File: config.mk
export PLATFORM = sky130hd
export DESIGN_NAME = seqcnt_top
export DESIGN_NICKNAME = d
export VERILOG_FILES = /design/src/rtl/seqcnt_pkg.sv /design/src/rtl/seqcnt_core.sv /design/src/rtl/seqcnt_jump.sv /design/src/rtl/seqcnt_top.sv
export SDC_FILE = /design/constraint.sdc
export NUM_CORES = 1
export LEC_CHECK = 0
export CORE_AREA = 5 5 42 44
export CTS_CLUSTER_DIAMETER = 80
export DETAILED_ROUTE_END_ITERATION = 10
export DIE_AREA = 0 0 47 49
export DONT_BUFFER_PORTS = 1
export PLACE_DENSITY_LB_ADDON = 0.12
export SLEW_MARGIN = 20
export SYNTH_ARGS = -nofsm -noshare
export SYNTH_HDL_FRONTEND = slang
export SYNTH_SLANG_ARGS = --single-unit
File: constraint.sdc
create_clock -name clk_i -period 1.4 [get_ports clk_i]
set_input_delay 0.21 -clock clk_i [delete_from_list [all_inputs] [get_ports clk_i]]
set_output_delay 0.21 -clock clk_i [all_outputs]
set_load 0.03 [all_outputs]
File: src/rtl/seqcnt_pkg.sv
package seqcnt_pkg;
  localparam int unsigned CNT_W = 4;
  localparam int unsigned CNT_MAX = (1 << CNT_W) - 1;
  typedef logic [CNT_W-1:0] cnt_t;
endpackage

File: src/rtl/seqcnt_core.sv
module seqcnt_core #(
  parameter int unsigned W = 4
) (
  input  logic         clk_i,
  input  logic         rst_ni,
  input  logic         clr_i,
  input  logic         ld_i,
  input  logic         en_i,
  input  logic [W-1:0] d_i,
  output logic [W-1:0] q_o,
  output logic         tc_o
);
  localparam logic [W-1:0] TOP = {W{1'b1}};

  logic [W-1:0] q_q, q_d;

  // priority: clear, load, count, hold
  always_comb begin
    if (clr_i)     q_d = '0;
    else if (ld_i) q_d = d_i;
    else if (en_i) q_d = q_q + 1'b1;
    else           q_d = q_q;
  end

  always_ff @(posedge clk_i or negedge rst_ni) begin
    if (!rst_ni) q_q <= '0;
    else         q_q <= q_d;
  end

  assign q_o  = q_q;
  assign tc_o = en_i && (q_q == TOP);
endmodule

File: src/rtl/seqcnt_jump.sv
module seqcnt_jump
  import seqcnt_pkg::*;
(
  input  cnt_t q_i,
  input  logic en_i,
  output logic ld_o,
  output cnt_t d_o
);
  logic x32;

  // minimized from the cycle table; only meaningful where q[1:0] == 11
  assign x32    = q_i[3] ^ q_i[2];
  assign ld_o   = q_i[1] & q_i[0] & en_i;
  assign d_o[3] = x32;
  assign d_o[2] = ~q_i[2];
  assign d_o[1] = x32;
  assign d_o[0] = q_i[3] | ~q_i[2];
endmodule

File: src/rtl/seqcnt_top.sv
module seqcnt_top
  import seqcnt_pkg::*;
(
  input  logic       clk_i,
  input  logic       rst_ni,
  input  logic       clr_i,
  input  logic       en_i,
  output logic [3:0] q_o,
  output logic       tc_o
);
  cnt_t q, jd;
  logic jl;

  seqcnt_jump u_jump (
    .q_i (q),
    .en_i(en_i),
    .ld_o(jl),
    .d_o (jd)
  );

  seqcnt_core #(.W(CNT_W)) u_core (
    .clk_i (clk_i),
    .rst_ni(rst_ni),
    .clr_i (clr_i),
    .ld_i  (jl),
    .en_i  (en_i),
    .d_i   (jd),
    .q_o   (q),
    .tc_o  (tc_o)
  );

  assign q_o = q;
endmodule

; After elaboration in Yosys (flattened, before gate mapping)
; Index checks and enable logic that the tools add are counted.
[word_totals]
register_bits = 4
elab_cells = 13
inputBits = 4
out_inout_bits = 5
[classes]
bitwise = 5
n_addsub = 1
n_eq_ne = 1
reduce_logical = 2
muxes = 3
[op_table]
columns = operator, n
row1 = $mux W4, 3
row2 = $add A4 B1 Y4 const B, 1
row3 = $eq A4 B4 Y1 const B, 1
row4 = $reduce_bool A3 Y1, 1
row5 = $and A1 B1 Y1, 2
row6 = $logic_and A1 B1 Y1, 1
row7 = $not A1 Y1, 1
row8 = $or A1 B1 Y1, 1
row9 = $xor A1 B1 Y1, 1

; Depth between registers and ports, before layout
; Gate-level depths: netlist (run 1).
[logic_depth]
word_depth = 4
ltp_mapped = 5
ltp_nobuf = 5

; Hierarchy
; Synthesis (run 1) repeated with hierarchy kept, for this count alone.
[hier_totals]
hier_cells = 32
hier_area_um2 = 281.5
[modules_own_cells]
columns = module, instances, cells_each, seq_area_each_um2, area_each_um2
row1 = seqcnt_core, 1, 24, 100.1, 232.7
row2 = seqcnt_jump, 1, 8, 0.0, 48.8

; Worst setup path after synthesis (run 1)
; No wires, ideal clock.
[synth_timing]
kind = register to register
startpoint = reg u_core.q_q[0] (netlist: u_core.q_o[0])
endpoint = reg u_core.q_q[3] (netlist: u_core.q_o[3])
slack_ps = -94
stages_incl_launch_ff = 4
t_required_ps = 1318
setup_time_ps = 82
n_path_buf = 0
t_arrival_ps = 1412
synth_period_minus_slack_ps = 1494
cell_sequence = dfrtp_1 ha_1 or4b_1 a31oi_1
[synth_via]
elab_chain_len = 4
word_cells_on_any_way = 7
classes_between = 1 x add/sub / 3 x mux / 2 x bitwise / 1 x reduce/logical
[synth_rtl]
columns = element, line
row1 = from (decl), seqcnt_core.sv:15  ; logic [W-1:0] q_q, q_d;
row2 = from (signal assigned), seqcnt_core.sv:27  ; else q_q <= q_d;
row3 = $add A4 B1 Y4 / $and A1 B1 Y1 (equally long branches), "seqcnt_core.sv:21, seqcnt_jump.sv:13"
row4 = $mux W4 / $and A1 B1 Y1 (equally long branches), "seqcnt_core.sv:21, seqcnt_jump.sv:13"
row5 = $mux W4, seqcnt_core.sv:20  ; else if (ld_i) q_d = d_i;
row6 = $mux W4, seqcnt_core.sv:19  ; if (clr_i) q_d = '0;
; Several ways; a longest one is shown, not always the timed one. The select of a mux whose other input is x is not followed.
; A chain may end at the register's enable or synchronous reset.

; Worst setup path in the final report (run 1)
[layout_timing]
startpoint = reg u_core.q_q[0] (netlist: u_core.q_o[0])
endpoint = out tc_o
[layout_via]
elab_chain_len = 2
[layout_rtl]
columns = element, line
row1 = $eq A4 B4 Y1, seqcnt_core.sv:31  ; assign tc_o = en_i && (q_q == TOP);
row2 = $logic_and A1 B1 Y1, seqcnt_core.sv:31
row3 = to (decl), seqcnt_top.sv:9  ; output logic tc_o
; Every way passes these cells.

==> results of run 1 <==
[through the flow]
step	area [um2]	total power, W
after floorplan	282.8	0.0001594
after detailed placement	335.3	0.0001691
final	431.7	0.0003382
after global placement	335.3	0.0001696
after global routing	431.7	0.0003712
after CTS	397.9	0.0003465
[how the worst max path moves through the flow]
stage | from | end | slack [ps] | cells after the start
CTS | u_core.q_o[2]$_DFFE_PN0P_ | tc_o | 5 | 3
floorplan | u_core.q_o[0]$_DFFE_PN0P_ | u_core.q_o[3]$_DFFE_PN0P_ | 6 | 3
global route | u_core.q_o[3]$_DFFE_PN0P_ | tc_o | 5 | 3
finish | u_core.q_o[0]$_DFFE_PN0P_ | tc_o | 60 | 3
detailed placement | u_core.q_o[0]$_DFFE_PN0P_ | u_core.q_o[3]$_DFFE_PN0P_ | 30 | 3
global placement | u_core.q_o[0]$_DFFE_PN0P_ | u_core.q_o[3]$_DFFE_PN0P_ | 70 | 3
[cell families after synthesis]
group,Yosys count
xor+xnor,1
fa+ha+maj,4
simple gates,11
flops,4
compound gates,6
buf+inv,3
[worst max-delay path: cells and delay by family (launching register included)]
family | cells | cell delay [ps]
simple gates | 1 | 170
flops | 1 | 410
buf+inv | 1 | 130
fa+ha+maj | 1 | 180
[routing by layer]
| metal | wire, um | track usage [%] | up-vias |
|---|---|---|---|
| met5 | 0 | 0 | - |
| met4 | 0 | 1.382 | 0 |
| met3 | 38 | 6.642 | 0 |
| met2 | 342 | 10.18 | 6 |
| met1 | 316 | 8.018 | 122 |
| li1 | - | - | 132 |
[synthesized netlist by cell type (all sizes together)]
cell | number | area, um2
xor2 | 1 | 8.760
inv | 2 | 7.510
or4b | 1 | 10.01
ha | 4 | 50.05
nand3b | 2 | 15.01
nor3b | 1 | 7.510
nand2b | 1 | 6.260
or2b | 1 | 7.510
o211ai | 1 | 7.510
nand2 | 2 | 7.510
a21oi | 2 | 10.01
buf | 1 | 5.000
o21a | 1 | 7.510
and3 | 1 | 6.260
dfrtp | 4 | 100.1
nand3 | 1 | 5.000
a31oi | 2 | 12.51
nor2 | 1 | 3.750
[cells in the final DEF, fill, tap and decap left out, types with 2 or more instances in the layout]
master / count
a21oi_1: 2
a31oi_1: 2
buf_4: 9
clkbuf_4: 3
dfrtp_2: 3
ha_1: 2
inv_1: 2
nand2_1: 2
nand3b_1: 2
[where the power goes]
group           total, W  switching [W]  internal [W]  leakage (nW)
Combinational  0.0000550      0.0000283     0.0000267         0.120
Sequential      0.000128     0.00000545      0.000122        0.0499
Clock           0.000156      0.0000485      0.000107        0.0150
[timing repair]
action | 4_1_cts | 5_1_grt
endpoints found under the setup margin | 1 | 1
hold endpoints to repair | 4 | 0
buffers inserted | 2 | 3
resized for setup | 2 | 3
hold buffers | 1 | 0
[area by class of cell]
| cell class | instances | area [um2] |
|---|---|---|
| Timing Repair Buffer | 11 | 88.84 |
| Clock buffer | 4 | 26.28 |
| Multi-Input combinational cell | 22 | 185.2 |
| Sequential cell | 4 | 103.9 |
| Fill cell | 159 | 969.7 |
| Tap cell | 16 | 20.02 |
| Inverter | 2 | 7.507 |
==> impl_metrics.json, run 1 <==
{
  "syn_area_um2": 277.8,
  "worstHoldStart": "clr_i",
  "clk_latency_ps": 230,
  "synth.net_count": 37,
  "dp_slack_ps": 31.18,
  "leakagePower_nw": 0.1846,
  "die_w_um": 47,
  "holdPathEnd": "u_core.q_o[1]$_DFFE_PN0P_",
  "die_h_um": 49,
  "final_cells": 59,
  "vias_per_cell": 4.407,
  "synth-simple-area-share_pct": 24.77,
  "outcome": "finished clean",
  "port_buffers": 0,
  "antenna_found_initial": 0,
  "synth-xor-area-share_pct": 3.153,
  "drt-initial-drc-count": 3,
  "nets": 52,
  "core_area_um2": 1401,
  "drc": 0,
  "num_antenna_cells": 0,
  "cts_tree": "built",
  "end_kind": "output port",
  "routabilityCongestion": 0.7153,
  "die_area_um2": 2303,
  "hold_slack_ps": 35.24,
  "grt_pass1_vias": 271,
  "io_pins": 9,
  "finalSetupViolCount": 0,
  "routed_wl_um": 697,
  "tritoncts.num_buffers": 3,
  "synth.area.mux_share_pct": 0,
  "worstSetupStartpointType": "flop",
  "slowest_stage": "dfrtp_2",
  "h-tree-depth": 1,
  "grt_pass1_wl_mm": 1.124,
  "rr_worst_depth": 3,
  "vias": 260,
  "dp.cells": 49,
  "yosys_warnings": 0,
  "rsz0062_at_grt": "false",
  "period_share_pct": 95.57,
  "root_buffer": "clkbuf_4",
  "r2r_start": "u_core.q_o[0]$_DFFE_PN0P_",
  "grt_overflow": 0,
  "rrSetupSlack_ps": 70,
  "synth_compound_area_share_pct": 13.51,
  "vdd_drop_max_mv": 0.6210,
  "clock_path_buffers": 2,
  "ys_ff_latch": 4,
  "postSynthCellCount": 29,
  "final_util_pct": 30.80,
  "cp.arrival_ps": 1130,
  "whs_path_depth": 1,
  "crit_chain": "ha_4 -> and3_4 -> buf_6",
  "timing.fmax_mhz": 747.4,
  "hp-class": "in2reg",
  "max-slew-margin-rel_pct": 86.36,
  "drv_slew": 0,
  "fin_ws_ps": 62.05,
  "drive_gt1_share_pct": 44.19,
  "critPathKind": "reg2out",
  "fin_setup_tns_ps": 0,
  "core.rowCount": 14,
  "syn_area_per_cell_um2": 9.578,
  "slowest_delay_ps": 410,
  "ys_seq_area_share_pct": 36.04,
  "r2r_end": "u_core.q_o[3]$_DFFE_PN0P_",
  "antenna_left": 0,
  "routedWlPerCell_um": 11.81,
  "synth_fa_ha_area_share_pct": 18.02,
  "clk_pin_slew_worst_paths_ps": 40,
  "grt.total_usage_pct": 7.214,
  "synth_top_family_by_area": "simple AND/OR/NAND/NOR gates",
  "firstDrtPassIters": 3,
  "cts.sinks": 4,
  "syn_to_final_growth_pct": 55.41,
  "place_hpwl_um": 513.5,
  "post_synth_num_cell_types": 18,
  "start_util_pct": 19.82,
  "cap_violations": 0,
  "p_per_area_nw_per_um2": 783.5,
  "finalHoldViolCount": 0,
  "grt_max_degree": 11,
  "min_period_ps": 1338,
  "finClkSkew_ps": 1.394,
  "tightest_slew_ps": 204.0,
  "required_ps": 1190,
  "largest_reg_flops": 4,
  "critical_path_peak_fanout": 5
}
No activity file was read; power rests on OpenSTA's default activity.
==> inputs of run 2 (changes only) <==
--- a/config.mk
+++ b/config.mk
@@ -14,4 +14,5 @@
 export SLEW_MARGIN = 20
 export SYNTH_ARGS = -nofsm -noshare
 export SYNTH_HDL_FRONTEND = slang
+export SYNTH_HIERARCHICAL = 1
 export SYNTH_SLANG_ARGS = --single-unit
==> impl_metrics.json, run 2 <==
{
  "port_buffers": 0,
  "final_cell_mix": "7 x buf_4, 6 x inv_1, 4 x dfrtp_1, 3 x clkbuf_4",
  "min_period_ps": 1316,
  "cpLargestDelayFamily": "flip-flops",
  "yosysTopAreaCell": "dfrtp_1",
  "whs_path_depth": 1,
  "io_pins": 9,
  "cts.sinks": 4,
  "final_util_pct": 27.14,
  "seq_area_um2": 100.1,
  "largest_reg_flops": 4,
  "required_ps": 1190,
  "core.rowCount": 14,
  "antenna_found_initial": 0,
  "firstDrtPassIters": 1,
  "num_antenna_cells": 0,
  "cp.arrival_ps": 1110,
  "core_area_um2": 1401,
  "design_area_um2": 380.4,
  "cap_violations": 0,
  "multiInputGateArea_um2": 141.4,
  "drive_gt1_share_pct": 29.27,
  "drc": 0,
  "finClkSkew_ps": 1.891,
  "async_reset_ff_share_pct": 100.0,
  "grt_max_degree": 7,
  "netlist.area_leader.share_pct": 35.56,
  "tightest_slew_ps": 243.8,
  "final_common_cell": "buf_4",
  "p_per_area_nw_per_um2": 924.0,
  "tritoncts.num_buffers": 3,
  "cp.depth": 4,
  "grt.total_usage_pct": 5.941,
  "outcome": "finished clean",
  "max-slew-margin-rel_pct": 83.75,
  "hp-class": "in2reg",
  "slowest_stage": "dfrtp_1",
  "vias": 220,
  "critPathKind": "reg2out",
  "end_kind": "output port",
  "post_dp_cell_area_um2": 329.1,
  "slowest_delay_ps": 410,
  "ys_top_cells_by_area": "dfrtp_1 36%, ha_1 8.9%, inv_1 8.0%",
  "grt_pass1_vias": 226,
  "grt_pass1_wl_um": 924,
  "grt_overflow": 0,
  "vias_per_cell": 3.860,
  "die_area_um2": 2303,
  "fin_setup_tns_ps": 0,
  "antenna_left": 0,
  "synth.net_count": 38,
  "ys_seq_area_share_pct": 35.56,
  "drv_slew": 0,
  "syn_area_per_cell_um2": 8.798,
  "die_h_um": 49,
  "crit_chain": "ha_1 -> nand2_1 -> nor2_2 -> buf_6",
  "clock_path_buffers": 2,
  "leakagePower_nw": 0.1920,
  "cts_tree": "built",
  "routedWlPerCell_um": 10.33,
  "ys_ff_latch": 4,
  "die_w_um": 47,
  "routabilityCongestion": 0.6866,
  "worstSetupStartpointType": "flop",
  "nets": 49,
  "start_util_pct": 20.09,
  "cp_num_buf_inv": 1,
  "clk_pin_slew_worst_paths_ps": 40,
  "synth_common_cells": "6 x inv_1, 4 x dfrtp_1, 3 x nor2_1",
  "routed_wl_um": 589,
  "drt-initial-drc-count": 0,
  "clk_latency_ps": 230,
  "place_hpwl_um": 466.2,
  "finalSetupViolCount": 0,
  "h-tree-depth": 1,
  "postSynthCellCount": 32,
  "post_synth_num_cell_types": 15,
  "rsz0062_at_grt": "false",
  "synth_edf_count": 0,
  "yosys_warnings": 6,
  "vdd_drop_max_mv": 0.2821,
  "syn_area_um2": 281.5,
  "finalHoldViolCount": 0,
  "period_share_pct": 93.97,
  "rr_worst_depth": 4,
  "hold_slack_ps": 37.58,
  "fin_ws_ps": 84.47,
  "root_buffer": "clkbuf_4",
  "fillers": 159,
  "synth_most_common_cell": "inv_1",
  "critical_path_peak_fanout": 5,
  "synth_flop_cell": "dfrtp_1",
  "timing.fmax_mhz": 760.2,
  "dp_slack_ps": 114.0,
  "syn_to_final_growth_pct": 35.11
}
run 2: layer usage:
metal | routed length, um | global-route usage, % | part of all wire [%]
met1 | 220 | 6.013 | 37
met2 | 249 | 7.466 | 42
met3 | 101 | 3.321 | 17
met4 | 17 | 6.912 | 2.9
met5 | 0 | 0 | 0
run 2: power breakdown:
group	total (W)	internal [W]	switching (W)
clock network	0.000141	0.0000958	0.0000453
logic	0.0000807	0.0000377	0.0000430
registers	0.000130	0.000124	0.00000589
run 2: repair_timing:
| item | CTS | global route |
|---|---|---|
| setup endpoints to repair | 0 | 1 |
| buffers inserted | 0 | 2 |
| hold buffers | 1 | 0 |
| endpoints found under the hold margin | 4 | 0 |
| resized for setup | 0 | 1 |
run 2: cell type report:
| cell class | instances | area share, % |
|---|---|---|
| sequential | 4 | 26.32 |
| clock buffer | 3 | 5.921 |
| multi-input combinational | 19 | 37.17 |
| tap | 16 | 5.263 |
| inverter | 6 | 5.921 |
| timing repair buffer | 9 | 19.41 |
run 2: metrics by stage:
| step | power [W] | instances |
|---|---|---|
| detailed placement | 0.0002005 | 51 |
| floorplan | 0.0001808 | 32 |
| global route | 0.0003725 | 57 |
| CTS | 0.0003524 | 55 |
| global placement | 0.0002008 | 51 |
| finish | 0.0003515 | 57 |
run 2: logic make-up after synthesis:
family          share of synthesized area, %
flops                                  35.56
fa+ha+maj                              8.887
mux                                    11.11
buf+inv                                15.11
simple gates                           11.11
compound gates                         8.887
xor+xnor                               9.335
run 2: worst paths after layout:
kind                                      startpoint                   endpoint  slack, ps
setup / recovery           u_core/q_o[1]$_DFFE_PN0P_                       tc_o         80
hold / removal                                 clr_i  u_core/q_o[1]$_DFFE_PN0P_         40
setup reg to reg           u_core/q_o[1]$_DFFE_PN0P_  u_core/q_o[1]$_DFFE_PN0P_        110
hold reg to reg            u_core/q_o[1]$_DFFE_PN0P_  u_core/q_o[1]$_DFFE_PN0P_        740
max in group asynchronous                     rst_ni  u_core/q_o[0]$_DFFE_PN0P_        970
min in group asynchronous                     rst_ni  u_core/q_o[1]$_DFFE_PN0P_        250
==> inputs of run 3 (changes only) <==
--- a/config.mk
+++ b/config.mk
@@ -10,7 +10,7 @@
 export DETAILED_ROUTE_END_ITERATION = 10
 export DIE_AREA = 0 0 47 49
 export DONT_BUFFER_PORTS = 1
-export PLACE_DENSITY_LB_ADDON = 0.12
+export PLACE_DENSITY_LB_ADDON = 0.25
 export SLEW_MARGIN = 20
 export SYNTH_ARGS = -nofsm -noshare
 export SYNTH_HDL_FRONTEND = slang
==> impl_metrics.json, run 3 (same netlist as run 2, synthesis figures left out) <==
{
  "power_switching_w": 0.00008894,
  "timing.fmax_mhz": 747.1,
  "grt.total_usage_pct": 6.427,
  "vdd_drop_max_mv": 0.3332,
  "routedWlPerCell_um": 11.13,
  "clk_pin_slew_worst_paths_ps": 30,
  "grt_overflow": 0,
  "p_clk_share_pct": 40.3,
  "dp.cells": 50,
  "cp_num_buf_inv": 1,
  "final_cells": 54,
  "p_per_area_nw_per_um2": 945.2,
  "crit_chain": "ha_1 -> nand2_2 -> nor2_2 -> buf_4",
  "vias_per_cell": 4.241,
  "num_antenna_cells": 0,
  "core.rowCount": 14,
  "drive_gt1_share_pct": 26.32,
  "slowest_delay_ps": 390,
  "fin_ws_ps": 61.46,
  "grt_max_degree": 7,
  "whs_path_depth": 1,
  "vias": 229,
  "worstHoldStart": "clr_i",
  "period_share_pct": 95.61,
  "p_int_w": 0.0002481,
  "cts_tree": "built",
  "final_util_pct": 25.45,
  "die_w_um": 47,
  "final_cell_mix": "6 x inv_1, 5 x buf_4, 4 x dfrtp_1, 3 x clkbuf_4",
  "finalHoldViolCount": 0,
  "hp-class": "in2reg",
  "nets": 46,
  "die_area_um2": 2303,
  "drv_slew": 0,
  "routabilityCongestion": 0.6989,
  "port_buffers": 0,
  "sw_frac_of_total_pct": 26.39,
  "drc": 0,
  "cap_violations": 0,
  "critical_path_peak_fanout": 2,
  "min_period_ps": 1339,
  "required_ps": 1190,
  "start_util_pct": 20.09,
  "io_pins": 9,
  "dp_slack_ps": 95.97,
  "firstDrtPassIters": 1,
  "worstSetupStartpointType": "flop",
  "root_buffer": "clkbuf_4",
  "cpLargestDelayFamily": "flip-flops",
  "pwr-share-seq_pct": 38.3,
  "largest_reg_flops": 4,
  "clock_path_buffers": 2,
  "syn_to_final_growth_pct": 26.67,
  "cts.sinks": 4,
  "r2r_end": "u_core/q_o[0]$_DFFE_PN0P_",
  "grt_pass1_vias": 281,
  "end_kind": "output port",
  "finClkSkew_ps": 2.713,
  "fillers": 164,
  "routed_wl_um": 601,
  "leakagePower_nw": 0.1762,
  "core_area_um2": 1401,
  "rr_worst_depth": 4,
  "die_h_um": 49,
  "max-slew-margin-rel_pct": 82.66,
  "r2r_start": "u_core/q_o[0]$_DFFE_PN0P_",
  "finalSetupViolCount": 0,
  "fin_setup_tns_ps": 0,
  "final_common_cell": "inv_1",
  "place_hpwl_um": 561.9,
  "slowest_stage": "dfrtp_1",
  "rsz0062_at_grt": "false",
  "grt_pass1_wl_mm": 1.014,
  "antenna_left": 0,
  "outcome": "finished clean",
  "critPathKind": "reg2out",
  "drt-initial-drc-count": 0,
  "rrSetupSlack_ps": 100,
  "cts_setup_buffers": 0,
  "holdPathEnd": "u_core/q_o[0]$_DFFE_PN0P_",
  "cp.arrival_ps": 1130,
  "antenna_found_initial": 0,
  "clk_latency_ps": 230,
  "tightest_slew_ps": 260.0,
  "tritoncts.num_buffers": 3,
  "power_frac_comb_pct": 21.4,
  "h-tree-depth": 1
}
==> run 3: how the worst max path moves through the flow <==
stage | from | to | slack, ps | cells past startpoint
after floorplan | u_core/q_o[0]$_DFFE_PN0P_ | u_core/q_o[1]$_DFFE_PN0P_ | 9 | 4
after global placement | u_core/q_o[0]$_DFFE_PN0P_ | u_core/q_o[1]$_DFFE_PN0P_ | 170 | 4
after detailed placement | u_core/q_o[0]$_DFFE_PN0P_ | u_core/q_o[0]$_DFFE_PN0P_ | 100 | 4
after CTS | u_core/q_o[0]$_DFFE_PN0P_ | tc_o | 10 | 4
after global routing | u_core/q_o[0]$_DFFE_PN0P_ | tc_o | 20 | 4
final | u_core/q_o[0]$_DFFE_PN0P_ | tc_o | 60 | 4
==> run 3: power by group through the flow <==
| stage | clock network (W) | registers [W] | logic [W] |
|---|---|---|---|
| 2_1_floorplan | 0 | 0.000149 | 0.0000315 |
| 3_3_place_gp | 0 | 0.000130 | 0.0000641 |
| 3_5_place_dp | 0 | 0.000131 | 0.0000678 |
| 4_1_cts | 0.000144 | 0.000129 | 0.0000724 |
| 5_1_grt | 0.000147 | 0.000130 | 0.0000796 |
| 6_report | 0.000136 | 0.000129 | 0.0000722 |
==> run 3: metal layers <==
metal | wire length (um) | track usage (%)
met4 | 0 | 6.912
met2 | 387 | 11.09
met3 | 57 | 3.321
met1 | 156 | 3.991
met5 | 0 | 0
==> run 3: layout make-up <==
cell class	count	area (um2)	share of cell area [%]
Clock buffer	3	22.52	6.316
Inverter	6	22.52	6.316
Multi-Input combinational cell	19	143.9	40.35
Sequential cell	4	100.1	28.07
Tap cell	16	20.02	5.614
Timing Repair Buffer	6	47.55	13.33
==> run 3: per-stage QoR <==
step / hold WS, ps / instance area [um2] / power [W]
2_1_floorplan: -85.59 / 284.0 / 0.0001808
3_3_place_gp: -85.44 / 321.6 / 0.0001940
3_5_place_dp: -85.42 / 321.6 / 0.0001985
4_1_cts: 33.08 / 354.1 / 0.0003452
5_1_grt: 38.48 / 356.6 / 0.0003559
6_report: 42.74 / 356.6 / 0.0003371
==> run 3: timing repair <==
| action | 4_1_cts | 5_1_grt |
|---|---|---|
| endpoints found under the setup margin | 0 | 1 |
| hold endpoints to repair | 4 | 0 |
| resized for setup | 0 | 1 |
| hold buffers | 1 | 0 |
